==> config.mk <==
export PLATFORM = sky130hd
export DESIGN_NAME = fb_base_dbuf
export DESIGN_NICKNAME = d
export VERILOG_FILES = /design/src/rtl/fbb_pkg.sv /design/src/rtl/fbb_decode.sv /design/src/rtl/fbb_shadow.sv /design/src/rtl/fbb_evt.sv /design/src/rtl/fb_base_dbuf.sv
export SDC_FILE = /design/constraint.sdc
export NUM_CORES = 1
export LEC_CHECK = 0
export BUFFER_PORTS_ARGS = -buffer_cell sky130_fd_sc_hd__buf_2
export CORE_MARGIN = 4
export CORE_UTILIZATION = 40
export CTS_CLUSTER_DIAMETER = 60
export DETAILED_ROUTE_END_ITERATION = 10
export GPL_ROUTABILITY_DRIVEN = 0
export MAX_ROUTING_LAYER = met4
export SYNTH_ARGS = -nofsm -noshare
export SYNTH_HDL_FRONTEND = slang
export SYNTH_SLANG_ARGS = --single-unit
==> constraint.sdc <==
create_clock -name clk -period 2.6 [get_ports clk]
set_input_delay 0.26 -clock clk [delete_from_list [all_inputs] [get_ports clk]]
set_output_delay 0.26 -clock clk [all_outputs]
set_load 0.1 [all_outputs]
==> src/rtl/fbb_pkg.sv <==
package fbb_pkg;

    localparam int REG_IDX_W = 3;

    // Register word indices seen on the configuration port.
    typedef enum logic [REG_IDX_W-1:0] {
        RG_BASE_NEXT = 3'd0,
        RG_BASE_LIVE = 3'd1,
        RG_INT_EN    = 3'd2,
        RG_INT_RAW   = 3'd3,
        RG_INT_MASK  = 3'd4,
        RG_INT_CLR   = 3'd5
    } reg_idx_e;

endpackage

==> src/rtl/fbb_decode.sv <==
module fbb_decode
    import fbb_pkg::*;
(
    input  logic                 we,
    input  logic [REG_IDX_W-1:0] idx,
    output logic                 wr_base,
    output logic                 wr_en,
    output logic                 wr_clr
);

    // Only writable indices produce a strobe; read-only indices are dropped.
    always_comb begin
        wr_base = 1'b0;
        wr_en   = 1'b0;
        wr_clr  = 1'b0;
        if (we) begin
            case (idx)
                RG_BASE_NEXT: wr_base = 1'b1;
                RG_INT_EN:    wr_en   = 1'b1;
                RG_INT_CLR:   wr_clr  = 1'b1;
                default:      ;
            endcase
        end
    end

endmodule

==> src/rtl/fbb_shadow.sv <==
module fbb_shadow #(
    parameter int ADDR_W = 32
) (
    input  logic              clk,
    input  logic              rst_n,
    input  logic              wr_base,
    input  logic [ADDR_W-3:0] wdata_hi,
    input  logic              frame_start,
    output logic [ADDR_W-1:0] next_q,
    output logic [ADDR_W-1:0] live_q
);

    // Pending register: word aligned, low two bits are always zero.
    always_ff @(posedge clk or negedge rst_n) begin
        if (!rst_n) begin
            next_q <= '0;
        end else if (wr_base) begin
            next_q <= {wdata_hi, 2'b00};
        end
    end

    // Live register: copies the pending value as it stood before the edge.
    always_ff @(posedge clk or negedge rst_n) begin
        if (!rst_n) begin
            live_q <= '0;
        end else if (frame_start) begin
            live_q <= next_q;
        end
    end

endmodule

==> src/rtl/fbb_evt.sv <==
module fbb_evt (
    input  logic clk,
    input  logic rst_n,
    input  logic set_evt,
    input  logic wr_en,
    input  logic wr_clr,
    input  logic wbit,
    output logic en_q,
    output logic raw_q,
    output logic irq
);

    always_ff @(posedge clk or negedge rst_n) begin
        if (!rst_n) begin
            en_q <= 1'b0;
        end else if (wr_en) begin
            en_q <= wbit;
        end
    end

    // A commit takes priority over a clear on the same edge.
    always_ff @(posedge clk or negedge rst_n) begin
        if (!rst_n) begin
            raw_q <= 1'b0;
        end else if (set_evt) begin
            raw_q <= 1'b1;
        end else if (wr_clr && wbit) begin
            raw_q <= 1'b0;
        end
    end

    assign irq = raw_q & en_q;

endmodule

==> src/rtl/fb_base_dbuf.sv <==
module fb_base_dbuf
    import fbb_pkg::*;
#(
    parameter int ADDR_W = 32
) (
    input  logic                 clk,
    input  logic                 rst_n,
    input  logic                 frame_start,
    input  logic                 cfg_we,
    input  logic [REG_IDX_W-1:0] cfg_addr,
    input  logic [ADDR_W-1:0]    cfg_wdata,
    output logic [ADDR_W-1:0]    cfg_rdata,
    output logic                 irq
);

    localparam int PAD_W = ADDR_W - 1;

    logic              wr_base, wr_en, wr_clr;
    logic [ADDR_W-1:0] next_q, live_q;
    logic              en_q, raw_q;

    fbb_decode u_dec (
        .we      (cfg_we),
        .idx     (cfg_addr),
        .wr_base (wr_base),
        .wr_en   (wr_en),
        .wr_clr  (wr_clr)
    );

    fbb_shadow #(.ADDR_W(ADDR_W)) u_shadow (
        .clk         (clk),
        .rst_n       (rst_n),
        .wr_base     (wr_base),
        .wdata_hi    (cfg_wdata[ADDR_W-1:2]),
        .frame_start (frame_start),
        .next_q      (next_q),
        .live_q      (live_q)
    );

    fbb_evt u_evt (
        .clk     (clk),
        .rst_n   (rst_n),
        .set_evt (frame_start),
        .wr_en   (wr_en),
        .wr_clr  (wr_clr),
        .wbit    (cfg_wdata[0]),
        .en_q    (en_q),
        .raw_q   (raw_q),
        .irq     (irq)
    );

    always_comb begin
        case (cfg_addr)
            RG_BASE_NEXT: cfg_rdata = next_q;
            RG_BASE_LIVE: cfg_rdata = live_q;
            RG_INT_EN:    cfg_rdata = {{PAD_W{1'b0}}, en_q};
            RG_INT_RAW:   cfg_rdata = {{PAD_W{1'b0}}, raw_q};
            RG_INT_MASK:  cfg_rdata = {{PAD_W{1'b0}}, raw_q & en_q};
            default:      cfg_rdata = '0;
        endcase
    end

endmodule

After elaboration in Yosys (flattened, before gate mapping)
Cells that the tools add are included.
{ "word_totals": {"register_bits": 62, "inputBits": 39, "out_inout_bits": 33} }
{ "classes": {"eq_ne": 5, "mux": 9, "bitwise": 1, "reduce_logical": 3} }
{ "ops": {"columns": ["op", "count"], "rows": [
  ["32-bit one-hot mux with 5 select lines", 1],
  ["1-bit 2-to-1 mux", 8],
  ["3-bit by 2-bit == test with 1-bit output (second input constant)", 2],
  ["3-bit == test (second input constant)", 2],
  ["3-bit by 1-bit == test with 1-bit output (second input constant)", 1],
  ["3-bit logical NOT", 1],
  ["2-bit nonzero test", 1],
  ["1-bit bitwise AND", 1],
  ["1-bit logical AND", 1]
]} }

Depth between registers and ports, before layout
Gate-level depths: netlist of the first run.
{ "depth": {"depth_word": 6, "mapped_depth": 3, "ltp_nobuf": 2} }

Modules after synthesis
From an unflattened synthesis of the first run, not the netlist that was laid out.
{ "unflattened": {"cells_unflattened": 184, "hier_area_um2": 3019.1} }
{ "modules_own_cells": {"columns": ["module", "n_inst", "cells_per_inst", "area_each_um2", "seq_area_each_um2"], "rows": [
  ["fbb_shadow", 1, 131, 2503.7, 1501.4],
  ["fb_base_dbuf", 1, 44, 395.4, 0.0],
  ["fbb_evt", 1, 6, 82.6, 50.0],
  ["fbb_decode", 1, 3, 37.5, 0.0]
]} }

Worst setup path after synthesis of the first run
OpenSTA, ideal clock, no wires.
{ "synth_timing": {"path_kind": "flip-flop to output port", "start": "register u_evt.en_q", "end": "output cfg_rdata[0]", "t_arrival_ps": 1941, "path_slack_ps": 399, "path_stages_with_launch": 3, "cell_sequence": "dfrtp_1 > nand4b_1 > o22ai_1"} }
{ "synth_via": {"elab_chain_cells": 2} }
{ "synth_lines": {"columns": ["item", "line", "rtl"], "rows": [
  ["start: declaration", "fbb_evt.sv:8", "output logic en_q,"],
  ["start signal: assignment", "fbb_evt.sv:17", "en_q <= wbit;"],
  ["1-bit bitwise AND", "fb_base_dbuf.sv:58", "RG_INT_MASK: cfg_rdata = {{PAD_W{1'b0}}, raw_q & en_q};"],
  ["32-bit one-hot mux with 5 select lines *", "fb_base_dbuf.sv:53", "case (cfg_addr)"],
  ["end: declaration", "fb_base_dbuf.sv:12", "output logic [ADDR_W-1:0] cfg_rdata,"]
]} }
Mark *: on every way between the ends. The rest lies on a longest branch, timed or not.

Worst setup path in the final report of the first run
{ "layout_timing": {"start": "input cfg_addr[0]", "end": "output cfg_rdata[27]"} }
{ "layout_via": {"elab_chain_cells": 2} }
{ "layout_lines": {"columns": ["item", "line", "rtl"], "rows": [
  ["start: declaration", "fb_base_dbuf.sv:10", "input logic [REG_IDX_W-1:0] cfg_addr,"],
  ["3-bit == test (tied with other cells)", "fb_base_dbuf.sv:53", null],
  ["32-bit one-hot mux with 5 select lines *", "fb_base_dbuf.sv:53", null]
]} }
Marks and branches as above.

==> out/metrics.yaml, run 1 <==
worstHoldStart: "cfg_wdata[22]"
grt_use_met2_pct: 21.1
seq_area_mm2: 0.00155
ys_warn_count: 0
root_buffer: "clkbuf_8"
grt_overflow_total: 0
clock_path_buffers: 2
yosys_register_bits: 62
initial_core_util_pct: 41.8
whs_ps: 154
tns_ps: 0
placed_cells: 320
dp_hpwl_um: 3710
cp-end-kind: "output pin"
antennaDiodeCount: 0
cts_tree: "yes"
cts_made_buffers: 9
synth_fp_nets: 218
die_w_um: 90.1
nets: 294
synthTopCellsByArea: "dfrtp_1, mux2_2, a22o_1"
p_leak_nw: 1.62
syn_inst: 179
path_cells: "buf_2 -> nor3b_2 -> buf_4 -> a22o_1 -> buf_2"
drive_above_1_share_pct: 58.7
portBuffers: 69
num_rows: 29
cts.sinks: 62
core_area_mm2: 0.00646
internal_power_mw: 1.93
setup_viol: 0
crit_fanout: 16
first_iter_violations: 43
max_slew_margin_pct: 51.3
worst_path_max_delay_cell: "buf_2"
grt_pass1_wl_um: 9380
critical-path-top-delay-family: "buffers and inverters"
cpMostUsedCell: "buf_2"
syn-cell-area_mm2: 0.00270
routedWlPerCell_um: 16.3
switchingPower_uw: 987
fillers: 559
netSwitchingFraction_pct: 33.9
synth.distinct_cells: 20
grt_pass1_vias: 1878
dieArea_mm2: 0.00812
worstSetupPathType: "input port to output pin"
critPathArrivalTime_ps: 1500
cp.required_ps: 2340
multi_input_area_mm2: 0.00107
worst_hold_path_type: "input port to register"
syn2layout_area_growth_pct: 30.8
tightest_slew_ps: 730
comb_power_share_pct: 29.2
finish.cell_count_without_fillers: 336
p_clk_share_pct: 25.0
yosysSeqAreaShare_pct: 57.5
fin_skew_ps: 2.79
min_to: "u_shadow.next_q[22]$_DFFE_PN0P_"
grt_antenna_before_repair: 0
cts_resized: 0
min_path_cells: 2
r2r_end: "u_shadow.next_q[21]$_DFFE_PN0P_"
worstRegToRegCells: 1
crit_path_start_kind: "input port"
vdd_drop_max_uv: 338
p_per_area_mw_per_mm2: 826
ant_nets: 0
layout_setup_ws_ps: 837
postLayoutCellArea_mm2: 0.00353
drt-total-wl_um: 5470
via_per_inst: 5.21
p_seq_share_pct: 45.7
hold_violations: 0
clock_latency_ps: 330
synth_top_area_share_pct: 57.5
syn_avg_cell_area_um2: 15.1
path_clk_slew_ps: 60
pin_count: 72
p_total_mw: 2.91
grt_max_degree: 33
die_y_um: 90.1
fin_crit_sh_pct: 67.8
placed_area_mm2: 0.00335
drv_slew: 0
worst_r2r_startpoint: "u_shadow.next_q[21]$_DFFE_PN0P_"
cp.buffers_inverters: 3
grt_usage_pct: 15.0
drtPass1Iterations: 4
maxCapViolCount: 0
htreeDepth: 3
vias: 1752
min_period_ps: 1760
status: "finished, final reports clean"
drc: 0
grt_use_met3_pct: 4.51
pre_cts_slack_ps: 824
rsz0062_at_grt: "no"
synth_top_area_cell: "dfrtp_1"
gr-usage-met1_pct: 19.8
cpPeakStageDelay_ps: 420
ff2ff_setup_slack_ps: 1810
busiest_layer: "met2"
fmax_mhz: 567
fin_util_pct: 54.6
logic make-up after synthesis:
logic type / share of synthesized area, %
mux: 25.8
flops: 57.5
compound gates: 10.3
buf+inv: 3.25
simple gates: 2.92
other cells: 0.139
Yosys cell counts:
cell,number
nand2b_1,1
o32a_1,1
buf_6,3
mux2_2,59
nor4b_4,1
mux2i_1,1
dfrtp_1,62
clkbuf_1,2
nand4b_1,2
o22ai_1,1
nor3_1,1
and4bb_2,1
nor3b_1,1
conb_1,1
buf_2,7
and2_1,1
buf_4,1
mux2_1,2
a22o_1,30
inv_1,1
metal layers:
metal | vias up | share of wire, %
met3 | 9 | 5.7
met2 | 47 | 45
met5 | - | 0
met4 | 0 | 2.0
li1 | 823 | -
met1 | 873 | 47
worst max-delay path by stage:
stage                                 from            end  cells past startpoint
floorplan           u_evt.en_q$_DFFE_PN0P_   cfg_rdata[0]                      2
global placement               cfg_addr[0]  cfg_rdata[27]                      5
detailed placement             cfg_addr[0]  cfg_rdata[27]                      5
CTS                            cfg_addr[0]  cfg_rdata[27]                      5
global route                   cfg_addr[2]  cfg_rdata[27]                      5
finish                         cfg_addr[0]  cfg_rdata[27]                      5
flip-flops by register name, indices dropped and copies added (netlist names):
| name | cells |
|---|---|
| u_evt.en_q | 1 |
| u_shadow.next_q | 30 |
| u_shadow.live_q | 30 |
| u_evt.raw_q | 1 |
final cells by class:
cell class                      instances  share of cell area, %
Clock inverter                          1                  0.142
Sequential cell                        62                   44.0
Multi-Input combinational cell        103                   30.3
Clock buffer                           14                   4.61
Tap cell                               77                   2.73
Timing Repair Buffer                   78                   18.2
Inverter                                1                  0.106
repair_timing:
action                    CTS  global route
hold endpoints to repair   20             0
hold buffers                1             0
setup buffers               0             0
power groups by stage:
stage               clock network [mW]  logic, mW  registers (mW)
global placement                     0      0.849            1.34
CTS                              0.757      0.863            1.33
global route                     0.809      0.902            1.37
finish                           0.730      0.851            1.33
detailed placement                   0      0.859            1.35
floorplan                            0      0.648            1.31
placed cells by master, fill, tap and decap left out:
cell           instances
clkbuf_8              11
nor4b_4                1
mux2_1                 2
a22o_1                30
o22ai_1                1
nand2b_1               1
buf_2                 54
mux2i_1                1
conb_1                 1
inv_1                  1
and2_1                 1
buf_4                  8
and4bb_2               1
buf_12                15
clkbuf_1               3
nor3_2                 1
nand4b_1               2
clkinv_2               1
dfrtp_1               62
nor3b_2                1
mux2_2                59
dlygate4sd3_1          1
o32a_1                 1
No activity file was read; power rests on OpenSTA's default activity.
==> run 2, diff against run 1 <==
- clock period: 2.6 -> 1.7 ns (I/O delays scaled with it)
==> out/metrics.yaml, run 2 (synthesized netlist as in run 1, its figures left out) <==
hold_violations: 0  # unchanged
p_seq_share_pct: 42.9  # -2.8 points
grt_pass1_wl_um: 9210  # -1.8%
postLayoutCellArea_mm2: 0.00381  # +7.9%
ant_nets: 0  # unchanged
comb_power_share_pct: 30.2  # +1.0 points
clock_path_buffers: 2  # unchanged
die_w_um: 90.1  # unchanged
syn2layout_area_growth_pct: 41.1
cts_resized: 0  # unchanged
rsz0062_at_grt: "no"
placed_cells: 317  # -0.94%
drtPass1Iterations: 4  # unchanged
antennaDiodeCount: 0  # unchanged
cts_made_buffers: 9  # unchanged
p_clk_share_pct: 26.9  # +1.9 points
worst_path_max_delay_cell: "buf_2"
cp-end-kind: "output pin"
post_cts_buffers: 0  # unchanged
cts_tree: "yes"
fillers: 528  # -5.5%
htreeDepth: 3  # unchanged
grt_antenna_before_repair: 0  # unchanged
fmax_mhz: 637
drive_above_1_share_pct: 59.5  # +0.85 points
vdd_drop_max_uv: 720  # +110%
critical-path-top-delay-family: "buffers and inverters"
tightest_slew_ps: 758  # +27.3 ps
max_slew_margin_pct: 49.5  # -1.8 points
grt_usage_pct: 14.7  # -0.28 points
worstSetupPathType: "register to output pin"
ff2ff_setup_slack_ps: 900  # -910 ps
via_per_inst: 5.28  # +1.2%
worst_hold_path_type: "input port to register"
min_to: "u_shadow.next_q[21]$_DFFE_PN0P_"
cts.sinks: 62  # unchanged
grt_overflow_total: 0  # unchanged
cpPeakStageDelay_ps: 440  # +20 ps
final_cell_mix: "dfrtp_1, mux2_2, buf_2"
drv_slew: 0  # unchanged
worstHoldStart: "cfg_wdata[21]"
routedWlPerCell_um: 16.2  # -0.17%
setup_viol: 0  # unchanged
worst_r2r_startpoint: "u_shadow.next_q[22]$_DFFE_PN0P_"
root_buffer: "clkbuf_8"
grt_max_degree: 63  # +91%
fin_skew_ps: 6.06  # +3.26 ps
drc: 0  # unchanged
p_per_area_mw_per_mm2: 1240  # +51%
status: "finished, final reports clean"
crit_fanout: 4  # -12
clock_latency_ps: 330  # about the same
nets: 291  # -1.0%
p_leak_nw: 1.69  # +3.9%
critPathArrivalTime_ps: 1400  # -100 ps
cp.required_ps: 1530  # -810 ps
placed_area_mm2: 0.00360  # +7.4%
path_cells: "mux2i_1 -> o22ai_2 -> buf_2"
vias: 1763  # +0.63%
num_rows: 29  # unchanged
worstRegToRegCells: 1  # unchanged
tns_ps: 0  # unchanged
finish.cell_count_without_fillers: 334  # -0.60%
crit_path_start_kind: "register"
reg_top3: "u_shadow.live_q (30), u_shadow.next_q (30)"
dp_hpwl_um: 3530  # -4.8%
maxCapViolCount: 0  # unchanged
portBuffers: 69  # unchanged
layout_commonest_cell: "dfrtp_1"
min_path_cells: 2  # unchanged
fin_crit_sh_pct: 92.3
path_clk_slew_ps: 70  # about the same
initial_core_util_pct: 41.8  # unchanged
switchingPower_mw: 1.54  # +56%
dieArea_mm2: 0.00812  # unchanged
netSwitchingFraction_pct: 32.4  # -1.5 points
grt_pass1_vias: 1844  # -1.8%
drt-total-wl_um: 5430  # -0.77%
first_iter_violations: 51  # +19%
pin_count: 72  # unchanged
cp.buffers_inverters: 1  # -2
die_y_um: 90.1  # unchanged
core_area_mm2: 0.00646  # unchanged
internal_power_mw: 3.20  # +66%
r2r_end: "u_shadow.next_q[22]$_DFFE_PN0P_"
min_period_ps: 1570
-- run 2: changes by cell type in the layout (fill, tap and decap cells not counted), sizes merged --
cell    delta
buf        -3
clkbuf     -2
clkinv     +2
bufinv     +1
-- run 2: final cells by class --
class	instances	area, um2	area share [%]
clock buffers	12	155	4.07
multi-input cells	103	1070	28.2
repair buffers	75	881	23.1
inverters	1	3.75	0.0986
well taps	77	96.3	2.53
clock inverters	4	45.0	1.18
flip-flops and latches	62	1550	40.7
-- run 2: metrics by stage --
stage	power [mW]	utilization [%]	hold WS (ps)	worst slack, ps
2_1_floorplan	3.00	-	-126	7.09
3_3_place_gp	3.47	55.7	207	259
3_5_place_dp	3.51	55.7	205	267
4_1_cts	4.81	59.0	44.3	105
5_1_grt	4.99	59.0	47.8	36.0
6_report	4.74	59.0	63.0	130
-- run 2: worst max path at each step --
stage / from / to / cells past startpoint / slack (ps)
3_3_place_gp: cfg_addr[0] / cfg_rdata[4] / 5 / 260
6_report: u_evt.raw_q$_DFFE_PN0P_ / cfg_rdata[0] / 3 / 130
3_5_place_dp: cfg_addr[2] / u_shadow.next_q[27]$_DFFE_PN0P_ / 4 / 270
5_1_grt: u_evt.en_q$_DFFE_PN0P_ / cfg_rdata[0] / 3 / 40
4_1_cts: u_evt.en_q$_DFFE_PN0P_ / cfg_rdata[0] / 3 / 100
2_1_floorplan: cfg_addr[2] / cfg_rdata[10] / 3 / 7
-- run 2: power groups by stage --
stage	clock network (mW)	registers, mW	logic (mW)
after floorplan	0	2.01	0.994
after global placement	0	2.04	1.43
after detailed placement	0	2.06	1.45
after CTS	1.32	2.03	1.45
after global routing	1.40	2.08	1.51
final	1.28	2.03	1.43
-- run 2: timing repair --
action | CTS | global route
hold endpoints to repair | 62 | 0
setup endpoints to repair | 0 | 0
hold buffers | 1 | 0
-- run 2: metal layers --
layer	track usage, %	wire length, um	vias to the layer above	part of all wire, %
met3	4.92	292	8	5.4
met1	17.8	2490	890	46
li1	-	-	814	-
met2	22.9	2580	51	47
met4	5.36	64	0	1.2
met5	-	0	-	0
==> run 3, diff against run 2 <==
- CORE_ASPECT_RATIO: unset -> 0.75
==> out/metrics.yaml, run 3 (synthesized netlist as in run 1, its figures left out) <==
vdd_drop_max_uv: 629  # -13%
fmax_mhz: 617  # -3.2%
crit_fanout: 4  # unchanged
rsz0062_at_grt: "no"
drive_above_1_share_pct: 59.5  # -0.074 points
tns_ps: 0  # unchanged
cp.buffers_inverters: 1  # unchanged
htreeDepth: 3  # unchanged
root_buffer: "clkbuf_8"
cpPeakStageDelay_ps: 450  # about the same
crit_path_start_kind: "register"
status: "finished, final reports clean"
seq_area_mm2: 0.00155  # unchanged
multi_input_area_mm2: 0.00107  # unchanged
dieArea_mm2: 0.00814  # +0.17%
p_per_area_mw_per_mm2: 1200  # -3.2%
portBuffers: 69  # unchanged
clock_latency_ps: 320  # about the same
nets: 293  # +0.69%
worstRegToRegCells: 1  # unchanged
critical_path_cell_count: 3  # unchanged
path_clk_slew_ps: 70  # about the same
die_y_um: 79.1  # -12%
p_leak_nw: 1.67  # -0.74%
worstHoldStart: "cfg_wdata[21]"
syn2layout_area_growth_pct: 40.2
cp.required_ps: 1530  # about the same
drt-total-wl_um: 5640  # +4.0%
fin_crit_sh_pct: 95.4  # +3.0 points
antennaDiodeCount: 0  # unchanged
grt_pass1_wl_um: 9280  # +0.75%
ant_nets: 0  # unchanged
die_w_um: 103  # +14%
routedWlPerCell_um: 16.6  # +2.1%
vias: 1757  # -0.34%
postLayoutCellArea_mm2: 0.00378  # -0.66%
initial_core_util_pct: 42.1  # +0.30 points
cts_tree: "yes"
pin_count: 72  # unchanged
core_area_mm2: 0.00641  # -0.72%
grt_usage_pct: 15.5  # +0.76 points
r2r_end: "u_shadow.next_q[15]$_DFFE_PN0P_"
hold_violations: 0  # unchanged
p_total_mw: 4.56  # -3.9%
final_cell_mix: "dfrtp_1, mux2_2, buf_2"
min_to: "u_shadow.next_q[21]$_DFFE_PN0P_"
drc: 0  # unchanged
critical-path-top-delay-family: "buffers and inverters"
num_rows: 25  # -14%
setup_viol: 0  # unchanged
whs_ps: 70.6  # +7.55 ps
via_per_inst: 5.17  # -2.1%
grt_antenna_before_repair: 0  # unchanged
min_path_cells: 2  # unchanged
ff2ff_setup_slack_ps: 890  # about the same
grt_pass1_vias: 1803  # -2.2%
grt_max_degree: 63  # unchanged
worst_r2r_startpoint: "u_shadow.next_q[15]$_DFFE_PN0P_"
worstSetupPathType: "register to output pin"
tightest_slew_ps: 765  # +7.83 ps
worst_hold_path_type: "input port to register"
clock_path_buffers: 2  # unchanged
worst_path_max_delay_cell: "buf_2"
crit_start: "u_evt.raw_q$_DFFE_PN0P_"
max_slew_margin_pct: 49.0  # -0.52 points
cts_made_buffers: 9  # unchanged
grt_overflow_total: 0  # unchanged
dp_hpwl_um: 3750  # +6.4%
fin_skew_ps: 8.49  # +2.43 ps
fillers: 508  # -3.8%
min_period_ps: 1620  # +51.7 ps
first_iter_violations: 43  # -16%
critPathArrivalTime_ps: 1450  # +50 ps
placed_area_mm2: 0.00360  # +0.21%
cts.sinks: 62  # unchanged
cp-end-kind: "output pin"
reg_top3: "u_shadow.live_q (30), u_shadow.next_q (30)"
path_cells: "mux2i_1 -> o22ai_2 -> buf_2"
drv_slew: 0  # unchanged
layout_commonest_cell: "dfrtp_1"
maxCapViolCount: 0  # unchanged
drtPass1Iterations: 4  # unchanged
==> run 3: cell types whose count changed in the layout (fill, tap and decap cells not counted) <==
cell / before / now
buf_4: 2 / 5
buf_12: 33 / 32
clkinvlp_4: 0 / 1
bufinv_16: 1 / 0
clkbuf_8: 11 / 10
clkbuf_1: 1 / 2
==> run 3: per-layer routing <==
| layer | GRT usage [%] | vias up | wire [um] |
|---|---|---|---|
| met1 | 20.6 | 893 | 2570 |
| met3 | 5.44 | 2 | 334 |
| met5 | - | - | 0 |
| li1 | - | 818 | - |
| met2 | 22.7 | 44 | 2710 |
| met4 | 3.88 | 0 | 25 |
==> run 3: repair_timing <==
item | 4_1_cts | 5_1_grt
hold endpoints to repair | 62 | 0
gates resized for setup | 0 | 0
buffers inserted | 0 | 0
hold buffers | 1 | 0
==> run 3: worst max-delay path by stage <==
| stage | endpoint | slack, ps |
|---|---|---|
| 2_1_floorplan | cfg_rdata[10] | 7 |
| 3_5_place_dp | cfg_rdata[19] | 260 |
| 3_3_place_gp | cfg_rdata[2] | 250 |
| 5_1_grt | cfg_rdata[0] | 10 |
| 4_1_cts | cfg_rdata[0] | 60 |
| 6_report | cfg_rdata[0] | 80 |
==> run 3: stage by stage <==
stage | utilization [%] | instances | worst slack [ps]
3_5_place_dp | 56.2 | 323 | 255
6_report | 59.0 | 340 | 78.4
3_3_place_gp | 56.2 | 323 | 255
2_1_floorplan | - | 179 | 7.09
4_1_cts | 59.0 | 340 | 64.6
5_1_grt | 59.0 | 340 | 13.1
==> run 3: report_power, final <==
part | switching, mW | internal (mW)
sequential | 0.209 | 1.83
clock | 0.521 | 0.562
combinational | 0.810 | 0.622
total | 1.54 | 3.02
==> run 3: area by class of cell <==
| type | count | area share, % |
|---|---|---|
| Multi-Input combinational cell | 103 | 28.4 |
| Inverter | 1 | 0.0992 |
| Sequential cell | 62 | 41.0 |
| Tap cell | 81 | 2.68 |
| Clock inverter | 4 | 0.595 |
| Timing Repair Buffer | 77 | 23.4 |
| Clock buffer | 12 | 3.84 |
